File: src/rtl/irq_arb_pkg.sv
package irq_arb_pkg;

    localparam int VEC_W = 8;
    localparam int CMD_W = 3;
    localparam int NCH   = 2;

    localparam logic [CMD_W-1:0] CMD_CLR_TX  = 3'd5;
    localparam logic [CMD_W-1:0] CMD_RST_IUS = 3'd7;

    typedef enum logic [1:0] {
        SVC_NONE  = 2'd0,
        SVC_TX    = 2'd1,
        SVC_RX    = 2'd2,
        SVC_RX_TX = 2'd3
    } svc_e;

    typedef enum logic [1:0] {
        SRC_RX   = 2'd0,
        SRC_TX   = 2'd1,
        SRC_NONE = 2'd2
    } src_e;

    typedef struct packed {
        svc_e             svc;
        logic             rxp;
        logic             txp;
        logic             prx;
        logic             ptx;
        logic             av;
        logic             we;
        logic [VEC_W-1:0] vec;
    } chan_st_t;

    function automatic logic [VEC_W-1:0] vec_code(logic is_a, logic hi, src_e k);
        logic [VEC_W-1:0] v;
        v = '0;
        unique case (k)
            SRC_RX:   v = is_a ? (hi ? 8'h30 : 8'h0C) : (hi ? 8'h20 : 8'h04);
            SRC_TX:   v = is_a ? (hi ? 8'h10 : 8'h08) : 8'h00;
            SRC_NONE: v = hi ? 8'h60 : 8'h06;
            default:  v = '0;
        endcase
        return v;
    endfunction

    function automatic logic rx_in_svc(svc_e s);
        return (s == SVC_RX) || (s == SVC_RX_TX);
    endfunction

endpackage

File: src/rtl/irq_chan.sv
module irq_chan
    import irq_arb_pkg::*;
#(
    parameter bit IS_CH_A = 1'b1
) (
    input  logic             clk,
    input  logic             rst_n,
    input  logic             status_hi,
    input  logic             rx_ev,
    input  logic             tx_ev,
    input  logic             rd,
    input  logic             wr,
    input  logic             cmd_wr,
    input  logic [CMD_W-1:0] cmd,
    input  logic             tx_ie,
    input  logic [1:0]       rx_mode,
    input  logic             brk_ie,
    input  logic             brk_st,
    output logic             rx_avail,
    output logic             pend_rx,
    output logic             pend_tx,
    output logic             vec_we,
    output logic [VEC_W-1:0] vec_val,
    output logic             req_next
);

    chan_st_t cur_q;
    chan_st_t nxt;

    function automatic chan_st_t op_set_rx(chan_st_t st, logic hi);
        chan_st_t r;
        r     = st;
        r.rxp = 1'b1;
        r.prx = 1'b1;
        unique case (st.svc)
            SVC_NONE:  r.svc = SVC_RX;
            SVC_TX:    r.svc = SVC_RX_TX;
            SVC_RX:    r.svc = SVC_RX;
            SVC_RX_TX: r.svc = SVC_RX_TX;
            default:   r.svc = SVC_RX;
        endcase
        r.we  = 1'b1;
        r.vec = vec_code(IS_CH_A, hi, SRC_RX);
        return r;
    endfunction

    function automatic chan_st_t op_set_tx(chan_st_t st, logic hi, logic ie);
        chan_st_t r;
        r     = st;
        r.txp = 1'b1;
        if (!rx_in_svc(st.svc)) begin
            r.svc = SVC_TX;
            if (ie) r.ptx = 1'b1;
            r.we  = 1'b1;
            r.vec = vec_code(IS_CH_A, hi, SRC_TX);
        end
        return r;
    endfunction

    function automatic chan_st_t op_clr_rx(chan_st_t st, logic hi, logic ie);
        chan_st_t r;
        r     = st;
        r.rxp = 1'b0;
        r.prx = 1'b0;
        unique case (st.svc)
            SVC_NONE:  r.svc = SVC_NONE;
            SVC_TX:    r.svc = SVC_TX;
            SVC_RX:    r.svc = SVC_NONE;
            SVC_RX_TX: r.svc = SVC_TX;
            default:   r.svc = SVC_NONE;
        endcase
        r.we  = 1'b1;
        r.vec = vec_code(IS_CH_A, hi, SRC_NONE);
        if (r.txp) r = op_set_tx(r, hi, ie);
        return r;
    endfunction

    function automatic chan_st_t op_clr_tx(chan_st_t st, logic hi);
        chan_st_t r;
        r     = st;
        r.txp = 1'b0;
        r.ptx = 1'b0;
        unique case (st.svc)
            SVC_NONE:  r.svc = SVC_NONE;
            SVC_TX:    r.svc = SVC_NONE;
            SVC_RX:    r.svc = SVC_RX;
            SVC_RX_TX: r.svc = SVC_RX;
            default:   r.svc = SVC_NONE;
        endcase
        r.we  = 1'b1;
        r.vec = vec_code(IS_CH_A, hi, SRC_NONE);
        if (r.rxp) r = op_set_rx(r, hi);
        return r;
    endfunction

    function automatic chan_st_t op_rst_ius(chan_st_t st, logic hi, logic ie);
        chan_st_t r;
        r = st;
        unique case (st.svc)
            SVC_RX: begin
                r.svc = SVC_NONE;
                if (r.txp) r = op_set_tx(r, hi, ie);
            end
            SVC_RX_TX: begin
                r.svc = SVC_TX;
                if (r.txp) r = op_set_tx(r, hi, ie);
            end
            SVC_TX:   r.svc = SVC_NONE;
            SVC_NONE: r.svc = SVC_NONE;
            default:  r.svc = SVC_NONE;
        endcase
        return r;
    endfunction

    // next-state: ordered actions within one cycle
    always_comb begin
        chan_st_t s;
        s    = cur_q;
        s.we = 1'b0;
        if (rx_ev) begin
            s.av = 1'b1;
            s    = op_set_rx(s, status_hi);
        end
        if (rd) begin
            s.av = 1'b0;
            s    = op_clr_rx(s, status_hi, tx_ie);
        end
        if (cmd_wr) begin
            unique case (cmd)
                CMD_CLR_TX:  s = op_clr_tx(s, status_hi);
                CMD_RST_IUS: s = op_rst_ius(s, status_hi, tx_ie);
                default:     s = s;
            endcase
        end
        if (wr) begin
            s.txp = 1'b0;
            s     = op_set_tx(s, status_hi, tx_ie);
        end
        if (tx_ev) begin
            s = op_set_tx(s, status_hi, tx_ie);
        end
        nxt = s;
    end

    // state register
    always_ff @(posedge clk) begin
        if (!rst_n) begin
            cur_q.svc <= SVC_NONE;
            cur_q.rxp <= 1'b0;
            cur_q.txp <= 1'b0;
            cur_q.prx <= 1'b0;
            cur_q.ptx <= 1'b0;
            cur_q.av  <= 1'b0;
            cur_q.we  <= 1'b0;
            cur_q.vec <= '0;
        end else begin
            cur_q <= nxt;
        end
    end

    // outputs
    always_comb begin
        rx_avail = cur_q.av;
        pend_rx  = cur_q.prx;
        pend_tx  = cur_q.ptx;
        vec_we   = nxt.we;
        vec_val  = nxt.vec;
        req_next = (tx_ie && nxt.txp)
                 || (((rx_mode == 2'b01) || (rx_mode == 2'b10)) && nxt.rxp)
                 || (brk_ie && brk_st);
    end

endmodule

File: src/rtl/irq_vec_merge.sv
module irq_vec_merge
    import irq_arb_pkg::*;
(
    input  logic             clk,
    input  logic             rst_n,
    input  logic [NCH-1:0]   we,
    input  logic [VEC_W-1:0] val_a,
    input  logic [VEC_W-1:0] val_b,
    input  logic [NCH-1:0]   req,
    input  logic [NCH-1:0]   prx,
    input  logic [NCH-1:0]   ptx,
    output logic [VEC_W-1:0] vec_q,
    output logic [7:0]       pend,
    output logic             irq_q
);

    always_ff @(posedge clk) begin
        if (!rst_n) begin
            vec_q <= '0;
            irq_q <= 1'b0;
        end else begin
            irq_q <= |req;
            if (we[0])      vec_q <= val_a;
            else if (we[1]) vec_q <= val_b;
        end
    end

    assign pend = {2'b00, prx[0], ptx[0], 1'b0, prx[1], ptx[1], 1'b0};

endmodule

File: src/rtl/two_ch_irq_arb.sv
module two_ch_irq_arb
    import irq_arb_pkg::*;
(
    input  logic             clk,
    input  logic             rst_n,
    input  logic             status_hi,
    input  logic [1:0]       rx_char_ev,
    input  logic [1:0]       tx_empty_ev,
    input  logic [1:0]       data_rd,
    input  logic [1:0]       data_wr,
    input  logic [1:0]       cmd_wr,
    input  logic [2:0]       cmd_a,
    input  logic [2:0]       cmd_b,
    input  logic [1:0]       tx_ie,
    input  logic [1:0]       rx_mode_a,
    input  logic [1:0]       rx_mode_b,
    input  logic [1:0]       brk_ie,
    input  logic [1:0]       brk_st,
    output logic             irq,
    output logic [7:0]       pend_reg,
    output logic [7:0]       vec_reg,
    output logic [1:0]       rx_avail
);

    logic [CMD_W-1:0] cmd_arr  [NCH];
    logic [1:0]       mode_arr [NCH];
    logic [VEC_W-1:0] vval     [NCH];
    logic [NCH-1:0]   vwe, req, prx, ptx;

    assign cmd_arr[0]  = cmd_a;
    assign cmd_arr[1]  = cmd_b;
    assign mode_arr[0] = rx_mode_a;
    assign mode_arr[1] = rx_mode_b;

    for (genvar g = 0; g < NCH; g++) begin : g_ch
        irq_chan #(.IS_CH_A(g == 0)) u_ch (
            .clk      (clk),
            .rst_n    (rst_n),
            .status_hi(status_hi),
            .rx_ev    (rx_char_ev[g]),
            .tx_ev    (tx_empty_ev[g]),
            .rd       (data_rd[g]),
            .wr       (data_wr[g]),
            .cmd_wr   (cmd_wr[g]),
            .cmd      (cmd_arr[g]),
            .tx_ie    (tx_ie[g]),
            .rx_mode  (mode_arr[g]),
            .brk_ie   (brk_ie[g]),
            .brk_st   (brk_st[g]),
            .rx_avail (rx_avail[g]),
            .pend_rx  (prx[g]),
            .pend_tx  (ptx[g]),
            .vec_we   (vwe[g]),
            .vec_val  (vval[g]),
            .req_next (req[g])
        );
    end

    irq_vec_merge u_merge (
        .clk  (clk),
        .rst_n(rst_n),
        .we   (vwe),
        .val_a(vval[0]),
        .val_b(vval[1]),
        .req  (req),
        .prx  (prx),
        .ptx  (ptx),
        .vec_q(vec_reg),
        .pend (pend_reg),
        .irq_q(irq)
    );

endmodule

File: config.mk
export PLATFORM = sky130hd
export DESIGN_NAME = two_ch_irq_arb
export DESIGN_NICKNAME = d
export VERILOG_FILES = /design/src/rtl/irq_arb_pkg.sv /design/src/rtl/irq_chan.sv /design/src/rtl/irq_vec_merge.sv /design/src/rtl/two_ch_irq_arb.sv
export SDC_FILE = /design/constraint.sdc
export NUM_CORES = 1
export LEC_CHECK = 0
export ABC_CLOCK_PERIOD_IN_PS = 4400
export BUFFER_PORTS_ARGS = -buffer_cell sky130_fd_sc_hd__buf_4
export CAP_MARGIN = 20
export CELL_PAD_IN_SITES_DETAIL_PLACEMENT = 1
export CELL_PAD_IN_SITES_GLOBAL_PLACEMENT = 2
export CORE_MARGIN = 5
export CORE_UTILIZATION = 31
export CTS_CLUSTER_SIZE = 20
export DETAILED_ROUTE_END_ITERATION = 8
export HOLD_SLACK_MARGIN = 0.03
export PLACE_DENSITY = 0.94
export SYNTH_ARGS = -nofsm -noshare
export SYNTH_HDL_FRONTEND = slang
export SYNTH_SLANG_ARGS = --single-unit
export TNS_END_PERCENT = 50
File: constraint.sdc
create_clock -name clk -period 4.4 [get_ports clk]
set_input_delay 0.44 -clock clk [delete_from_list [all_inputs] [get_ports clk]]
set_output_delay 0.44 -clock clk [all_outputs]
set_load 0.01 [all_outputs]
# After elaboration in Yosys (flattened, before gate mapping)
# Cells that the tools add are included.
# classes
n_mux	70
n_eq_ne	44
reduce_logical	44
# op_table
op	n
$mux W16	14
$pmux W16 S2	2
$eq A2 B2 Y1 const B	30
$pmux W14 S2	2
$mux W9	4
$reduce_or A2 Y1	17
$mux W8	4
$pmux W2 S2	8
$mux W15	2
$mux W13	2
$mux W2	12
$eq A2 B1 Y1 const B	10
$logic_not A2 Y1	8
$mux W1	14
$eq A3 B3 Y1 const B	4
$logic_or A1 B1 Y1	12
$mux W6	2
$pmux W2 S3	2
$mux W7	1
$logic_and A1 B1 Y1	6
$mux W5	1
$reduce_bool A2 Y1	1
# totals
register_bits	39
elab_cells	174

# Logic depth before layout (Yosys ltp)
# logic_depth
ltp_word	36
depth_mapped	7

# Hierarchy
# Synthesis repeated with hierarchy kept, for this count alone.
# unflattened
hier_cells	267
area_unflattened_um2	2324.7
# by_module_without_submodules
module	area_each_um2	cells_each	instances
irq_chan (g_ch[0].u_ch)	940.9	125	1
irq_chan (g_ch[1].u_ch)	852.1	96	1
irq_vec_merge	531.8	46	1

# Worst setup path after synthesis
# OpenSTA, ideal clock, no wires.
# synth_timing
path_kind	input -> register
start	input port rx_char_ev[0]
end	register u_merge.vec_q[4]
path_slack_ns	2.723
arrival_time_ns	1.560
setup_time_ns	0.117
path_stages	7
n_path_buf	2
path_cell_list	buf_6 -> o21ba_1 -> buf_6 -> a211o_4 -> nand3_2 -> nor2_2 -> a32o_1
# synth_via
elab_chain_len	30
# synth_rtl
item	line	source
start, declared	two_ch_irq_arb.sv:7	input logic [1:0] rx_char_ev,
$mux W16 *	irq_chan.sv:120	if (rx_ev) begin
$eq A2 B1 Y1, or another cell as far along	irq_chan.sv:65	unique case (st.svc)
$reduce_or A2 Y1 (no source line)	n/a	
$pmux W2 S2	irq_chan.sv:65	
$mux W2	irq_chan.sv:124	if (rd) begin
$eq A2 B2 Y1	irq_arb_pkg.sv:47	return (s == SVC_RX) || (s == SVC_RX_TX);
$logic_or A1 B1 Y1	irq_arb_pkg.sv:47	
$mux W2	irq_chan.sv:51	if (!rx_in_svc(st.svc)) begin
[14 not listed]	n/a	
$logic_or A1 B1 Y1	irq_arb_pkg.sv:47	
$mux W2	irq_chan.sv:51	
$mux W16 *	irq_chan.sv:135	if (wr) begin
$eq A2 B2 Y1	irq_arb_pkg.sv:47	
$logic_or A1 B1 Y1	irq_arb_pkg.sv:47	
$mux W9	irq_chan.sv:51	
$mux W16 *	irq_chan.sv:139	if (tx_ev) begin
$mux W8 or $reduce_bool A2 Y1 (tied branches)	n/a	
end signal, assigned	irq_vec_merge.sv:23	if (we[0]) vec_q <= val_a;
end signal, assigned	irq_vec_merge.sv:24	else if (we[1]) vec_q <= val_b;
end, declared	irq_vec_merge.sv:12	output logic [VEC_W-1:0] vec_q,
# Every way passes the cells marked *; elsewhere a longest branch is shown, timed or not. The select of a mux whose other input is x is not followed.
# A chain may end at the register's enable or synchronous reset.

# Worst setup path after layout
# layout_timing
start	input port cmd_wr[0]
end	register u_merge.irq_q
# layout_via
elab_chain_len	7
# layout_rtl
item	line	source
start, declared	two_ch_irq_arb.sv:11	input logic [1:0] cmd_wr,
$mux W16 *	irq_chan.sv:128	if (cmd_wr) begin
$mux W16 *	irq_chan.sv:135	
$mux W16 *	irq_chan.sv:139	
$logic_and A1 B1 Y1, on equally long branches	irq_chan.sv:168, irq_chan.sv:169	
$logic_or A1 B1 Y1 *	irq_chan.sv:169	|| (((rx_mode == 2'b01) || (rx_mode == 2'b10)) && nxt.rxp)
$logic_or A1 B1 Y1 *	irq_chan.sv:170	|| (brk_ie && brk_st);
$reduce_or A2 Y1 *	irq_vec_merge.sv:22	irq_q <= |req;
end signal, assigned	irq_vec_merge.sv:22	
end, declared	irq_vec_merge.sv:14	output logic irq_q
# Every way passes the cells marked *; elsewhere a longest branch is shown, timed or not.

==> run_results.csv <==
group,metric,value,unit
outcome,status,"finished clean",
die,core,0.005439,sq mm
setup_path,path_class,"in2reg",
yosys,ys_seq_elements,29,
sta,setup_viol,0,
sta,maxSlewHeadroom,0.5850,
global_routing,gr-usage-met3,0.03337,
sta,min_period,1688,ps
placed_design,place.port_buffers,43,
final_layout,num_antenna_cells,0,
final_layout,syn_to_final_growth,23.44,%
clock_tree,clock-root-buffer,"clkbuf_8",
yosys,avgSynthCellArea,8.291,sq um
setup_path,worstSetupEndpointType,"flip-flop",
drt,drtPass1Iterations,4,
placed_design,dpl.hpwl,3651,microns
die,placementRows,27,
sta,finalSetupTns,0,ps
clock_tree,cts-resized-gates,0,
global_routing,antenna_found_initial,0,
setup_path,path_cells,"buf_4 -> nand3_1 -> o21ai_0 -> nand2_1 -> a221oi_1 -> nor2b_1",
die,dieArea,0.007094,sq mm
sta,worst_pin_slew,616.0,ps
final_layout,layout_commonest_cell,"buf_4",
global_routing,busiest_layer,"met2",
clock_tree,clock-sinks,29,
drt,drtIter0Drc,102,
drt,via_per_inst,5.087,
global_routing,grt_first_pass_wirelength,8211,microns
clock_tree,ctsHoldBuffers,0,
drt,vias,1577,
final_layout,final_nets,266,
setup_path,arrival,1850,ps
clock_tree,cts_buffers,5,
setup_path,crit_buf_inv,1,
sta,drv_slew,0,
die,die_h,84.23,microns
clock_tree,clk_pin_slew_worst_paths,60,ps
clock_tree,cts_setup_buffers,0,
sta,hold_violations,0,
setup_path,start_kind,"input pin",
power,combPwrFrac,0.183,
drt,wire_per_inst,15.68,microns
yosys,yosysSeqAreaShare,0.3399,
global_routing,grt_pass1_vias,1669,
drt,drcViolationCount,0,
global_routing,grt_use_met1,0.1655,
setup_path,slowest_stage,"o21ai_0",
yosys,yosys_warnings,0,
flow_run,drv_cap,0,
power,ir_worst_vdd,0.1467,mV
yosys,ys_types,54,
setup_path,crit_required,4560,ps
global_routing,grt_use_total,0.1427,
power,static-leakage-power,0.8867,nW
sta,rsz0062_at_grt,"false",
power,power_switching,0.1829,mW
power,power_density,334.3,mW/mm^2
sta,hold_ws,453.8,ps
setup_path,cp_top_family,"compound AO/OA/AOI/OAI gates",
clock_tree,cts_tree,"built",
final_layout,drive_above_1_share,0.2731,
setup_path,worst-path-max-fanout,14,
sta,fin_skew,5.144,ps
power,internal-power,0.5218,mW
yosys,async_flop_share,0,
power,power_frac_seq,0.405,
clock_tree,clock_latency,280,ps
die,io_pins,48,
drt,ant_nets,0,
power,clkPwrFrac,0.412,
power,swShare,0.2595,
final_layout,layout_common_cells,"43 x buf_4, 29 x dfxtp_1, 23 x nor2_1, 16 x o21ai_0, 14 x a21oi_1",
drt,wirelength,4860,microns
yosys,synth_ff_type,"dfxtp_1",
yosys,synth_edf_count,0,
sta,fin_crit_sh,0.3836,
die,initial_core_util,0.3140,
yosys,syn-cell-area,0.001708,sq mm
global_routing,met2_usage,0.2575,
setup_path,cpPeakStageDelay,430,ps
sta,fmaxAchievable,592.5,MHz
die,die_w,84.23,microns
placed_design,place_congestion,0.7672,
yosys,netlist_instances,206,
global_routing,grt_max_degree,20,
clock_tree,htree_levels,2,
global_routing,overflow,0,
clock_tree,clockBufferDepth,2,
hold_path,hold_path.class,"in2reg",
-- layout make-up --
class	count	area (sq um)
tap	72	90.09
clock inverter	1	30.03
fill	650	3331
inverter	2	7.507
clock buffer	7	86.33
multi-input combinational	156	991.0
timing repair buffer	43	322.8
sequential	29	580.6
-- tightest hold or removal path: stages --
cell and delay (ps):
buf_4 90, a221oi_1 70, nor2b_1 100
-- power by group through the flow --
stage / Sequential [mW] / Clock [mW] / Combinational (mW)
2_1_floorplan: 0.289 / 0 / 0.0878
3_3_place_gp: 0.290 / 0 / 0.127
3_5_place_dp: 0.291 / 0 / 0.130
4_1_cts: 0.285 / 0.295 / 0.131
5_1_grt: 0.286 / 0.311 / 0.144
6_report: 0.285 / 0.290 / 0.129
-- cell families (layout without fill, tap and decap cells) --
logic type | after synthesis | after routing | share of synthesized area
muxes | 5 | 5 | 0.02931
and+or+nand+nor | 74 | 74 | 0.2301
other | 1 | 4 | 0.002196
DFF | 29 | 29 | 0.3399
AOI/OAI and AO/OA | 71 | 71 | 0.3018
buffers and inverters | 24 | 53 | 0.08645
xor gates and xnor gates | 2 | 2 | 0.01026
-- per-layer routing --
metal	share of wire	wire (microns)
met2	0.53	2593
met5	0	0
met4	0.014	68
met3	0.030	147
met1	0.42	2051
-- final timing paths --
path              cells after the start              startpoint                     to  slack (ps)
setup / recovery                      6               cmd_wr[0]          u_merge.irq_q        2710
hold / removal                        3                tx_ie[1]          u_merge.irq_q         450
setup reg to reg                      5  g_ch[0].u_ch.cur_q[15]       u_merge.vec_q[1]        2850
hold reg to reg                       2   g_ch[0].u_ch.rx_avail  g_ch[0].u_ch.rx_avail         470
-- synth_stat cells (3+ instances only) --
cell type  count  area (sq um)
a211oi_1       3         22.52
dfxtp_1       29         580.6
mux2i_1        5         50.05
and2_1         8         50.05
buf_4         10         75.07
a31oi_1        3         18.77
and3_1         6         37.54
o21ba_2        3         30.03
nand2b_1       9         56.30
clkbuf_1       6         22.52
o21ai_0       16         80.08
a21oi_1       14         70.07
nand2_1        9         33.78
o22ai_1        4         25.02
nand3_1        4         20.02
a22o_1         4         35.03
nor2_1        23         86.33
nor2b_1        3         18.77
a21boi_0       4         30.03
-- per-stage QoR --
stage | cells | power, mW | util | area, sq um | worst slack [ps]
after CTS | 310 | 0.7113 | 0.3876 | 2108 | 2715
after floorplan | 209 | 0.3768 | - | 1719 | 2723
after global routing | 310 | 0.7416 | 0.3876 | 2108 | 2522
final | 310 | 0.7048 | 0.3876 | 2108 | 2712
after detailed placement | 302 | 0.4207 | 0.3662 | 1992 | 2398
after global placement | 302 | 0.4170 | 0.3662 | 1992 | 2476
-- flip-flops by register name, indices dropped and copies added (netlist names) --
register and count:
u_merge.vec_q 8, u_merge.irq_q 1, g_ch.u_ch.rx_avail 2, g_ch.u_ch.pend_rx 2
g_ch.u_ch.cur_q 14, g_ch.u_ch.pend_tx 2
Power figures use the tool's default switching activity.
